[config.mk]
export PLATFORM = sky130hd
export DESIGN_NAME = pwm_cascade_top
export DESIGN_NICKNAME = d
export VERILOG_FILES = /design/src/rtl/pwm_cascade_pkg.sv /design/src/rtl/tmr_shadow.sv /design/src/rtl/tmr_count.sv /design/src/rtl/tmr_cmp.sv /design/src/rtl/tmr_unit.sv /design/src/rtl/pwm_cascade_top.sv
export SDC_FILE = /design/constraint.sdc
export NUM_CORES = 1
export LEC_CHECK = 0
export BUFFER_PORTS_ARGS = -buffer_cell sky130_fd_sc_hd__buf_2
export CORE_MARGIN = 5
export CORE_UTILIZATION = 26
export DETAILED_ROUTE_END_ITERATION = 10
export PLACE_DENSITY_LB_ADDON = 0.1
export SLEW_MARGIN = 10
export SYNTH_ARGS = -nofsm -noshare
export SYNTH_HDL_FRONTEND = slang
export SYNTH_SLANG_ARGS = --single-unit
export TNS_END_PERCENT = 50
[constraint.sdc]
create_clock -name clk_i -period 2.3 [get_ports clk_i]
set_clock_uncertainty 0.05 [all_clocks]
set_input_delay 0.69 -clock clk_i [delete_from_list [all_inputs] [get_ports clk_i]]
set_output_delay 0.69 -clock clk_i [all_outputs]
set_load 0.02 [all_outputs]
[src/rtl/pwm_cascade_pkg.sv]
package pwm_cascade_pkg;
  typedef enum logic [1:0] {
    REG_RLD  = 2'd0,
    REG_CMP  = 2'd1,
    REG_REP  = 2'd2,
    REG_CTRL = 2'd3
  } reg_addr_e;

  typedef struct packed {
    logic slave;
    logic en;
  } ctrl_t;
endpackage

[src/rtl/tmr_shadow.sv]
module tmr_shadow
  import pwm_cascade_pkg::*;
#(
  parameter int CNT_W = 16,
  parameter int REP_W = 8
) (
  input  logic             clk_i,
  input  logic             rst_ni,
  input  logic             wr_i,
  input  logic [1:0]       addr_i,
  input  logic [CNT_W-1:0] data_i,
  input  logic             upd_i,
  output logic             en_o,
  output logic             slave_o,
  output logic [CNT_W-1:0] rld_o,
  output logic [CNT_W-1:0] cmp_o,
  output logic [REP_W-1:0] rep_o,
  output logic [REP_W-1:0] rep_pre_o
);
  logic [CNT_W-1:0] rld_pre, cmp_pre, rld_act, cmp_act;
  logic [REP_W-1:0] rep_pre, rep_act;
  ctrl_t            ctrl_q;
  logic             load;

  always_ff @(posedge clk_i or negedge rst_ni) begin
    if (!rst_ni) begin
      rld_pre <= '0;
      cmp_pre <= '0;
      rep_pre <= '0;
      ctrl_q  <= '0;
    end else if (wr_i) begin
      case (addr_i)
        REG_RLD:  rld_pre <= data_i;
        REG_CMP:  cmp_pre <= data_i;
        REG_REP:  rep_pre <= data_i[REP_W-1:0];
        default:  ctrl_q  <= ctrl_t'(data_i[1:0]);
      endcase
    end
  end

  // idle stage tracks preload directly
  assign load = upd_i | ~ctrl_q.en;

  always_ff @(posedge clk_i or negedge rst_ni) begin
    if (!rst_ni) begin
      rld_act <= '0;
      cmp_act <= '0;
      rep_act <= '0;
    end else if (load) begin
      rld_act <= rld_pre;
      cmp_act <= cmp_pre;
      rep_act <= rep_pre;
    end
  end

  assign en_o      = ctrl_q.en;
  assign slave_o   = ctrl_q.slave;
  assign rld_o     = rld_act;
  assign cmp_o     = cmp_act;
  assign rep_o     = rep_act;
  assign rep_pre_o = rep_pre;

  AST_SHADOW_HOLD: assert property (@(posedge clk_i) disable iff (!rst_ni)
    (ctrl_q.en && !upd_i) |=> ($stable(rld_act) && $stable(cmp_act) && $stable(rep_act)));
endmodule

[src/rtl/tmr_count.sv]
module tmr_count #(
  parameter int CNT_W = 16,
  parameter int REP_W = 8
) (
  input  logic             clk_i,
  input  logic             rst_ni,
  input  logic             en_i,
  input  logic             slave_i,
  input  logic             tick_i,
  input  logic             trig_i,
  input  logic [CNT_W-1:0] rld_i,
  input  logic [REP_W-1:0] rep_act_i,
  input  logic [REP_W-1:0] rep_pre_i,
  output logic [CNT_W-1:0] cnt_o,
  output logic             upd_o,
  output logic             trig_o
);
  logic [CNT_W-1:0] cnt_q;
  logic [REP_W-1:0] rep_q;
  logic             run, wrap, upd, trg_q;

  assign run  = en_i & tick_i & (~slave_i | trig_i);
  assign wrap = run & (cnt_q >= rld_i);
  assign upd  = wrap & (rep_q == '0);

  always_ff @(posedge clk_i or negedge rst_ni) begin
    if (!rst_ni) begin
      cnt_q <= '0;
      rep_q <= '0;
      trg_q <= 1'b0;
    end else begin
      trg_q <= upd;
      if (!en_i) begin
        cnt_q <= '0;
        rep_q <= rep_pre_i;
      end else if (wrap) begin
        cnt_q <= '0;
        rep_q <= upd ? rep_pre_i : rep_q - REP_W'(1);
      end else if (run) begin
        cnt_q <= cnt_q + CNT_W'(1);
      end
    end
  end

  assign cnt_o  = cnt_q;
  assign upd_o  = upd;
  assign trig_o = trg_q;

  AST_CNT_BOUND: assert property (@(posedge clk_i) disable iff (!rst_ni)
    en_i |-> (cnt_q <= rld_i));
  AST_UPD_AT_ZERO: assert property (@(posedge clk_i) disable iff (!rst_ni)
    trg_q |-> (cnt_q == '0));
  AST_GATE_HOLD: assert property (@(posedge clk_i) disable iff (!rst_ni)
    (en_i && slave_i && !trig_i) |=> $stable(cnt_q));
  AST_TICK_HOLD: assert property (@(posedge clk_i) disable iff (!rst_ni)
    (en_i && !tick_i) |=> ($stable(cnt_q) && !trg_q));
  AST_REP_BOUND: assert property (@(posedge clk_i) disable iff (!rst_ni)
    en_i |-> (rep_q <= rep_act_i));
endmodule

[src/rtl/tmr_cmp.sv]
module tmr_cmp #(
  parameter int CNT_W = 16
) (
  input  logic             en_i,
  input  logic [CNT_W-1:0] cnt_i,
  input  logic [CNT_W-1:0] cmp_i,
  output logic             pwm_o
);
  // cnt never exceeds reload, so cmp > reload saturates high
  assign pwm_o = en_i & (cnt_i < cmp_i);
endmodule

[src/rtl/tmr_unit.sv]
module tmr_unit #(
  parameter int CNT_W = 16,
  parameter int REP_W = 8
) (
  input  logic             clk_i,
  input  logic             rst_ni,
  input  logic             tick_i,
  input  logic             trig_i,
  input  logic             wr_i,
  input  logic [1:0]       addr_i,
  input  logic [CNT_W-1:0] data_i,
  output logic             pwm_o,
  output logic             trig_o
);
  logic             en, slave, upd;
  logic [CNT_W-1:0] rld, cmp, cnt;
  logic [REP_W-1:0] rep_act, rep_pre;

  tmr_shadow #(.CNT_W(CNT_W), .REP_W(REP_W)) u_shadow (
    .clk_i     (clk_i),
    .rst_ni    (rst_ni),
    .wr_i      (wr_i),
    .addr_i    (addr_i),
    .data_i    (data_i),
    .upd_i     (upd),
    .en_o      (en),
    .slave_o   (slave),
    .rld_o     (rld),
    .cmp_o     (cmp),
    .rep_o     (rep_act),
    .rep_pre_o (rep_pre)
  );

  tmr_count #(.CNT_W(CNT_W), .REP_W(REP_W)) u_count (
    .clk_i     (clk_i),
    .rst_ni    (rst_ni),
    .en_i      (en),
    .slave_i   (slave),
    .tick_i    (tick_i),
    .trig_i    (trig_i),
    .rld_i     (rld),
    .rep_act_i (rep_act),
    .rep_pre_i (rep_pre),
    .cnt_o     (cnt),
    .upd_o     (upd),
    .trig_o    (trig_o)
  );

  tmr_cmp #(.CNT_W(CNT_W)) u_cmp (
    .en_i  (en),
    .cnt_i (cnt),
    .cmp_i (cmp),
    .pwm_o (pwm_o)
  );
endmodule

[src/rtl/pwm_cascade_top.sv]
module pwm_cascade_top #(
  parameter int N_STAGE = 3,
  parameter int CNT_W   = 16,
  parameter int REP_W   = 8,
  localparam int SEL_W  = (N_STAGE > 1) ? $clog2(N_STAGE) : 1
) (
  input  logic               clk_i,
  input  logic               rst_ni,
  input  logic               tick_i,
  input  logic               trig_i,
  input  logic               wr_en_i,
  input  logic [SEL_W-1:0]   wr_sel_i,
  input  logic [1:0]         wr_addr_i,
  input  logic [CNT_W-1:0]   wr_data_i,
  output logic [N_STAGE-1:0] pwm_o,
  output logic [N_STAGE-1:0] trig_o
);
  logic [N_STAGE-1:0] trg;

  for (genvar k = 0; k < N_STAGE; k++) begin : g_stage
    logic tin;
    logic wr;
    if (k == 0) begin : g_head
      assign tin = trig_i;
    end else begin : g_link
      assign tin = trg[k-1];
    end
    assign wr = wr_en_i & (wr_sel_i == SEL_W'(k));

    tmr_unit #(.CNT_W(CNT_W), .REP_W(REP_W)) u_tmr (
      .clk_i  (clk_i),
      .rst_ni (rst_ni),
      .tick_i (tick_i),
      .trig_i (tin),
      .wr_i   (wr),
      .addr_i (wr_addr_i),
      .data_i (wr_data_i),
      .pwm_o  (pwm_o[k]),
      .trig_o (trg[k])
    );
  end

  assign trig_o = trg;
endmodule

# --- Word level (Yosys, flattened, before mapping) ---
# Index checks and enable logic that the tools add are counted.
totals:
  elab_cells: 119
  output_inout_bits: 6
  in_bits: 25
  ff_bits: 297
op_classes:
  n_eq_ne: 10
  bitwise: 31
  n_reduce_logical: 18
  order_cmp: 6
  muxes: 18
  n_addsub: 6
op_table:
  columns: ["op", "count"]
  rows:
  - ["16-bit two-way mux", 9]
  - ["8-bit two-way mux", 9]
  - ["16-bit by 1-bit adder with 16-bit output, second input constant", 3]
  - ["16-bit greater-or-equal comparator", 3]
  - ["16-bit less-than comparator", 3]
  - ["8-bit logical NOT", 3]
  - ["2-bit AND reduction", 12]
  - ["8-bit by 1-bit subtractor with 8-bit output, second input constant", 3]
  - ["1-bit bitwise AND", 18]
  - ["3-bit inequality test, second input constant", 3]
  - ["1-bit NOT", 7]
  - ["2-bit inequality test, second input constant", 3]
  - ["1-bit bitwise OR", 6]
  - ["2-bit by 1-bit equality test with 1-bit output, second input constant", 2]
  - ["2-bit equality test, second input constant", 2]
  - ["2-bit logical NOT", 2]
  - ["3-bit OR reduction", 1]

# --- Longest topological paths before layout ---
depth:
  word_depth: 8
  depth_mapped: 11
  ltp_nobuf: 9

# --- Modules after synthesis ---
# Synthesis repeated with hierarchy kept, for this count alone.
hier_totals:
  cells_unflattened: 1307
  area_unflattened_um2: 15810.2
modules_own_cells:
  columns: ["mod", "instances", "cells_per_inst", "area_per_inst_um2", "seq_area_each_um2"]
  rows:
  - ["tmr_shadow", 3, 175, 3066.7, 2052.0]
  - ["tmr_count (g_stage[1].u_tmr.u_count ...)", 2, 203, 1794.2, 625.6]
  - ["tmr_count (g_stage[0].u_tmr.u_count)", 1, 215, 1839.3, 625.6]
  - ["tmr_cmp", 3, 52, 379.1, 0.0]
  - ["pwm_cascade_top", 1, 5, 45.0, 0.0]

# --- Least setup slack after synthesis ---
# OpenSTA, ideal clock, no wires.
synth_path:
  path_kind: "register to output"
  start: "register g_stage[0].u_tmr.u_count.cnt_q[9]"
  end: "output pwm_o[0]"
  required_time_ns: 1.560
  stages_incl_launch_ff: 8
  n_path_buf: 1
  setup_slack_ns: -0.205
  arrival_ns: 1.765
  path_cell_list: "dfrtp_1 > ha_1 > a21o_1 > a21o_1 > a21oi_1 > nand2b_1 > o41ai_1 > buf_4"
synth_between:
  elab_chain_cells: 2
synth_rtl:
  columns: ["item", "line_no", "rtl"]
  rows:
  - ["start, declared", "tmr_count.sv:18", "logic [CNT_W-1:0] cnt_q;"]
  - ["start signal, assigned", "tmr_count.sv:40", "cnt_q <= cnt_q + CNT_W'(1);"]
  - ["16-bit less-than comparator", "tmr_cmp.sv:10", "assign pwm_o = en_i & (cnt_i < cmp_i);"]
  - ["1-bit bitwise AND", "tmr_cmp.sv:10", null]
  - ["end, declared", "pwm_cascade_top.sv:15", "output logic [N_STAGE-1:0] pwm_o,"]
# Every way passes these cells.

# --- Worst setup path after layout ---
layout_path:
  start: "register g_stage[0].u_tmr.u_shadow.cmp_act[9]"
  end: "output pwm_o[0]"
layout_between:
  elab_chain_cells: 2
layout_rtl:
  columns: ["item", "line_no", "rtl"]
  rows:
  - ["start, declared", "tmr_shadow.sv:20", "logic [CNT_W-1:0] rld_pre, cmp_pre, rld_act, cmp_act;"]
  - ["start signal, assigned", "tmr_shadow.sv:51", "cmp_act <= cmp_pre;"]
  - ["16-bit less-than comparator", "tmr_cmp.sv:10", null]
  - ["1-bit bitwise AND", "tmr_cmp.sv:10", null]
# Every way passes these cells.

==> results.py <==
metrics = {
    "run_status": {
        "status": "finished, violations left",
        "violations": "setup timing",
    },
    "cells_and_area": {
        "fin_cells": 2347,
        "fill_cells": 5575,
        "final_core_util_pct": 36.15,
        "fin_nets": 1692,
        "syn_to_final_growth_pct": 37.88,
        "drive_above_1_share_pct": 40.20,
    },
    "yosys": {
        "seq_area_frac_synth_pct": 51.46,
        "synthCells": 1315,
        "syn_area_mm2": 0.01444,
        "syn_area_per_cell_um2": 10.98,
        "synthFlopType": "dfrtp_1",
        "ys_async_sr_fraction_pct": 100.0,
        "synth-seq-cells": 297,
        "synth_edf_count": 0,
        "synth_cell_types": 57,
        "synth_warnings": 0,
        "synth_fp_nets": 1439,
    },
    "pwr": {
        "power_frac_comb_pct": 32.9,
        "p_total_mw": 20.03,
        "clockPowerShare_pct": 30.1,
        "vdd_ir_drop_max_uv": 435.4,
        "swShare_pct": 31.35,
        "power.density_mw_per_mm2": 1006,
        "p_int_mw": 13.75,
        "leakagePower_nw": 9.250,
        "pwr-share-seq_pct": 37.0,
        "p_switching_mw": 6.279,
    },
    "timing": {
        "final_hold_viol_count": 0,
        "max_slew_margin_pct": 70.72,
        "min_period_over_period_pct": 139.7,
        "whs_ns": 0.4220,
        "max_freq_mhz": 311.2,
        "layout_setup_ws_ns": -0.9135,
        "tightest_slew_ns": 0.4392,
        "rsz0062_at_grt": "yes",
        "period_needed_ns": 3.214,
        "slew_violations": 0,
        "setup_viol": 157,
    },
    "floorplan": {
        "core-area_mm2": 0.05509,
        "dieArea_mm2": 0.06037,
        "rows": 86,
        "fp.dieW_um": 245.7,
        "die-height_um": 245.7,
        "ios": 31,
        "start_util_pct": 26.22,
    },
    "hold_path": {
        "whs_path_depth": 2,
        "holdCritPathClass": "register to register",
        "min_to": "g_stage[1].u_tmr.u_shadow.rld_o[2]",
        "hold_path_startpoint": "g_stage[1].u_tmr.u_shadow.rld_pre[2]",
    },
    "grt": {
        "grt-ovfl-total": 0,
        "grt_busiest_layer": "met2",
        "use_met1_pct": 18.76,
        "first_global_vias": 10940,
        "track_usage_pct": 13.57,
        "use_met2_pct": 21.99,
        "grt_max_degree": 61,
        "grt_pass1_wl_um": 64000,
        "gr-usage-met3_pct": 2.424,
        "antenna_found_initial": 6,
    },
    "critical_path": {
        "worstSetupStartpointType": "register",
        "rr_endpoint": "g_stage[1].u_tmr.u_shadow.rld_o[0]",
        "cp_max_fo": 2,
        "crit_start": "g_stage[0].u_tmr.u_shadow.cmp_o[9]",
        "critPathCaptureType": "primary output",
        "cp.required_ns": 1.56,
        "r2r-start": "g_stage[1].u_tmr.u_count.cnt_o[14]",
        "r2r_cells": 17,
        "r2r_slack_ns": -0.75,
        "critPathArrivalTime_ns": 2.47,
        "critical_path_class": "register to primary output",
    },
    "clock_tree": {
        "htree_levels": 2,
        "worst_setup_hold_path_clk_slew_ns": 0.05,
        "cts_root_buf": "clkbuf_16",
        "clk-insertion-delay-late_ns": 0.55,
        "cts_buffers": 39,
        "cts_buffer_depth": 3,
        "cts_tree": "yes",
        "cts_sinks": 297,
    },
    "job": {
        "max_cap_viol_count": 0,
    },
    "place": {
        "io_buffer_count": 30,
        "dpl.cell_count": 2216,
        "place_congestion": 0.7387,
        "detailed_place_hpwl_um": 26990,
    },
    "routing": {
        "routed_wirelength_um": 40450,
        "num_vias": 10280,
        "drt_iter0_drc": 366,
        "postRouteAntennaNets": 0,
        "remaining_drc_errors": 0,
        "vias_per_cell": 4.382,
        "drt_pass1_iterations": 5,
        "routedWlPerCell_um": 17.23,
    },
}
-- through the flow --
step	setup WS (ns)	setup TNS, ns	instance area [um2]
after floorplan	-0.1546	-1.095	14600
after global placement	-0.4814	-37.31	16940
after detailed placement	-0.5066	-37.02	16940
after CTS	-0.9469	-46.39	19310
after global routing	-1.034	-76.13	19920
final	-0.9135	-54.58	19920
-- worst max-delay path by stage --
stage / endpoint / slack, ns / depth (start not counted)
2_1_floorplan: pwm_o[0] / -0.15 / 7
3_3_place_gp: pwm_o[0] / -0.48 / 9
3_5_place_dp: pwm_o[0] / -0.51 / 9
4_1_cts: pwm_o[0] / -0.95 / 8
5_1_grt: pwm_o[0] / -1.03 / 9
6_report: pwm_o[0] / -0.91 / 9
-- cells by family (layout without fill, tap and decap cells) --
| group | after synthesis | after routing | synth area share (%) |
|---|---|---|---|
| flip-flops | 297 | 297 | 51.46 |
| buffers and inverters | 166 | 448 | 4.669 |
| AND/OR/NAND/NOR | 329 | 329 | 10.74 |
| multiplexers | 171 | 171 | 13.25 |
| other | 0 | 2 | 0 |
| XOR/XNOR | 40 | 40 | 2.425 |
| AO/OA/AOI/OAI | 213 | 213 | 8.879 |
| adder cells (fa/ha/maj) | 99 | 99 | 8.576 |
-- power by group through the flow --
stage	sequential (mW)	clock [mW]	combinational [mW]
floorplan	7.22	0	3.28
global placement	7.42	0	4.99
detailed placement	7.44	0	5.07
CTS	7.38	6.28	6.22
global route	7.59	6.48	7.38
finish	7.42	6.03	6.58
-- cell usage in the layout, fill, tap and decap left out, types with 31 or more instances in the layout --
master	n
clkbuf_16	43
dfrtp_1	296
buf_4	153
nand2_2	32
inv_1	110
nor2_1	67
nand2_1	80
ha_1	86
mux2_2	157
buf_6	40
a21oi_1	31
o21ai_1	47
-- cells in the mapped netlist (6+ instances only) --
library cell | instances | area, um2
a21boi_0 | 7 | 52.55
a21o_1 | 10 | 75.07
a21oi_1 | 42 | 210.2
and3_1 | 10 | 62.56
buf_2 | 11 | 55.05
buf_4 | 9 | 67.56
clkbuf_1 | 24 | 90.09
dfrtp_1 | 297 | 7432
ha_1 | 99 | 1239
inv_1 | 118 | 442.9
mux2_2 | 162 | 1824
mux2i_1 | 9 | 90.09
nand2_1 | 121 | 454.2
nand2b_1 | 19 | 118.9
nand3_1 | 22 | 110.1
nand4_1 | 27 | 168.9
nor2_1 | 79 | 296.5
nor2b_1 | 6 | 37.54
nor3_1 | 10 | 50.05
o21a_1 | 8 | 60.06
o21ai_0 | 93 | 465.5
o21ai_1 | 9 | 45.04
or3_1 | 11 | 68.82
xnor2_1 | 11 | 96.34
xor2_1 | 29 | 254.0
-- final cells by class --
type                    instances  area [um2]  area share (%)
flip-flops and latches        297        7433           37.32
clock buffers                  63        1239           6.220
multi-input cells             852        7252           36.41
clock inverters                 7       40.04          0.2010
repair buffers                260        2567           12.89
diodes                          2       5.005         0.02513
inverters                     118       442.9           2.224
well taps                     748       935.9           4.699
-- registers in the layout, indices dropped and copies added (netlist names) --
| signal | flops |
|---|---|
| g_stage.u_tmr.u_count.cnt_o | 48 |
| g_stage.u_tmr.u_shadow.rep_pre_o | 24 |
| g_stage.u_tmr.u_shadow.rld_o | 48 |
| g_stage.u_tmr.u_count.rep_q | 24 |
| g_stage.u_tmr.u_shadow.en_o | 3 |
| g_stage.u_tmr.u_shadow.cmp_pre | 48 |
| g_stage.u_tmr.u_shadow.rld_pre | 48 |
| g_stage.u_tmr.u_shadow.cmp_o | 48 |
| g_stage.u_tmr.u_count.trig_o | 3 |
| g_stage.u_tmr.u_shadow.slave_o | 3 |
-- timing repair --
action / CTS / global route
setup endpoints to repair: 169 / 173
hold endpoints to repair: 2 / 0
cloned: 12 / 2
pin swaps: 52 / 49
hold buffers: 1 / 0
buffers inserted: 35 / 27
gates resized for setup: 137 / 187
-- layer usage --
metal	routed length [um]	part of all wire, %
met1	19170	47
met2	18840	47
met3	1489	3.7
met4	952	2.4
met5	0	0
-- worst max-delay path, stage by stage, from the launching register on --
cell and delay (ns):
dfrtp_1 0.39, inv_2 0.07, ha_4 0.19, a21o_1 0.15, a21o_1 0.16, a21oi_2 0.19
nand2b_1 0.11, o41ai_2 0.39, buf_4 0.17, buf_6 0.10
Note: power is estimated with default switching activity, not from simulation.
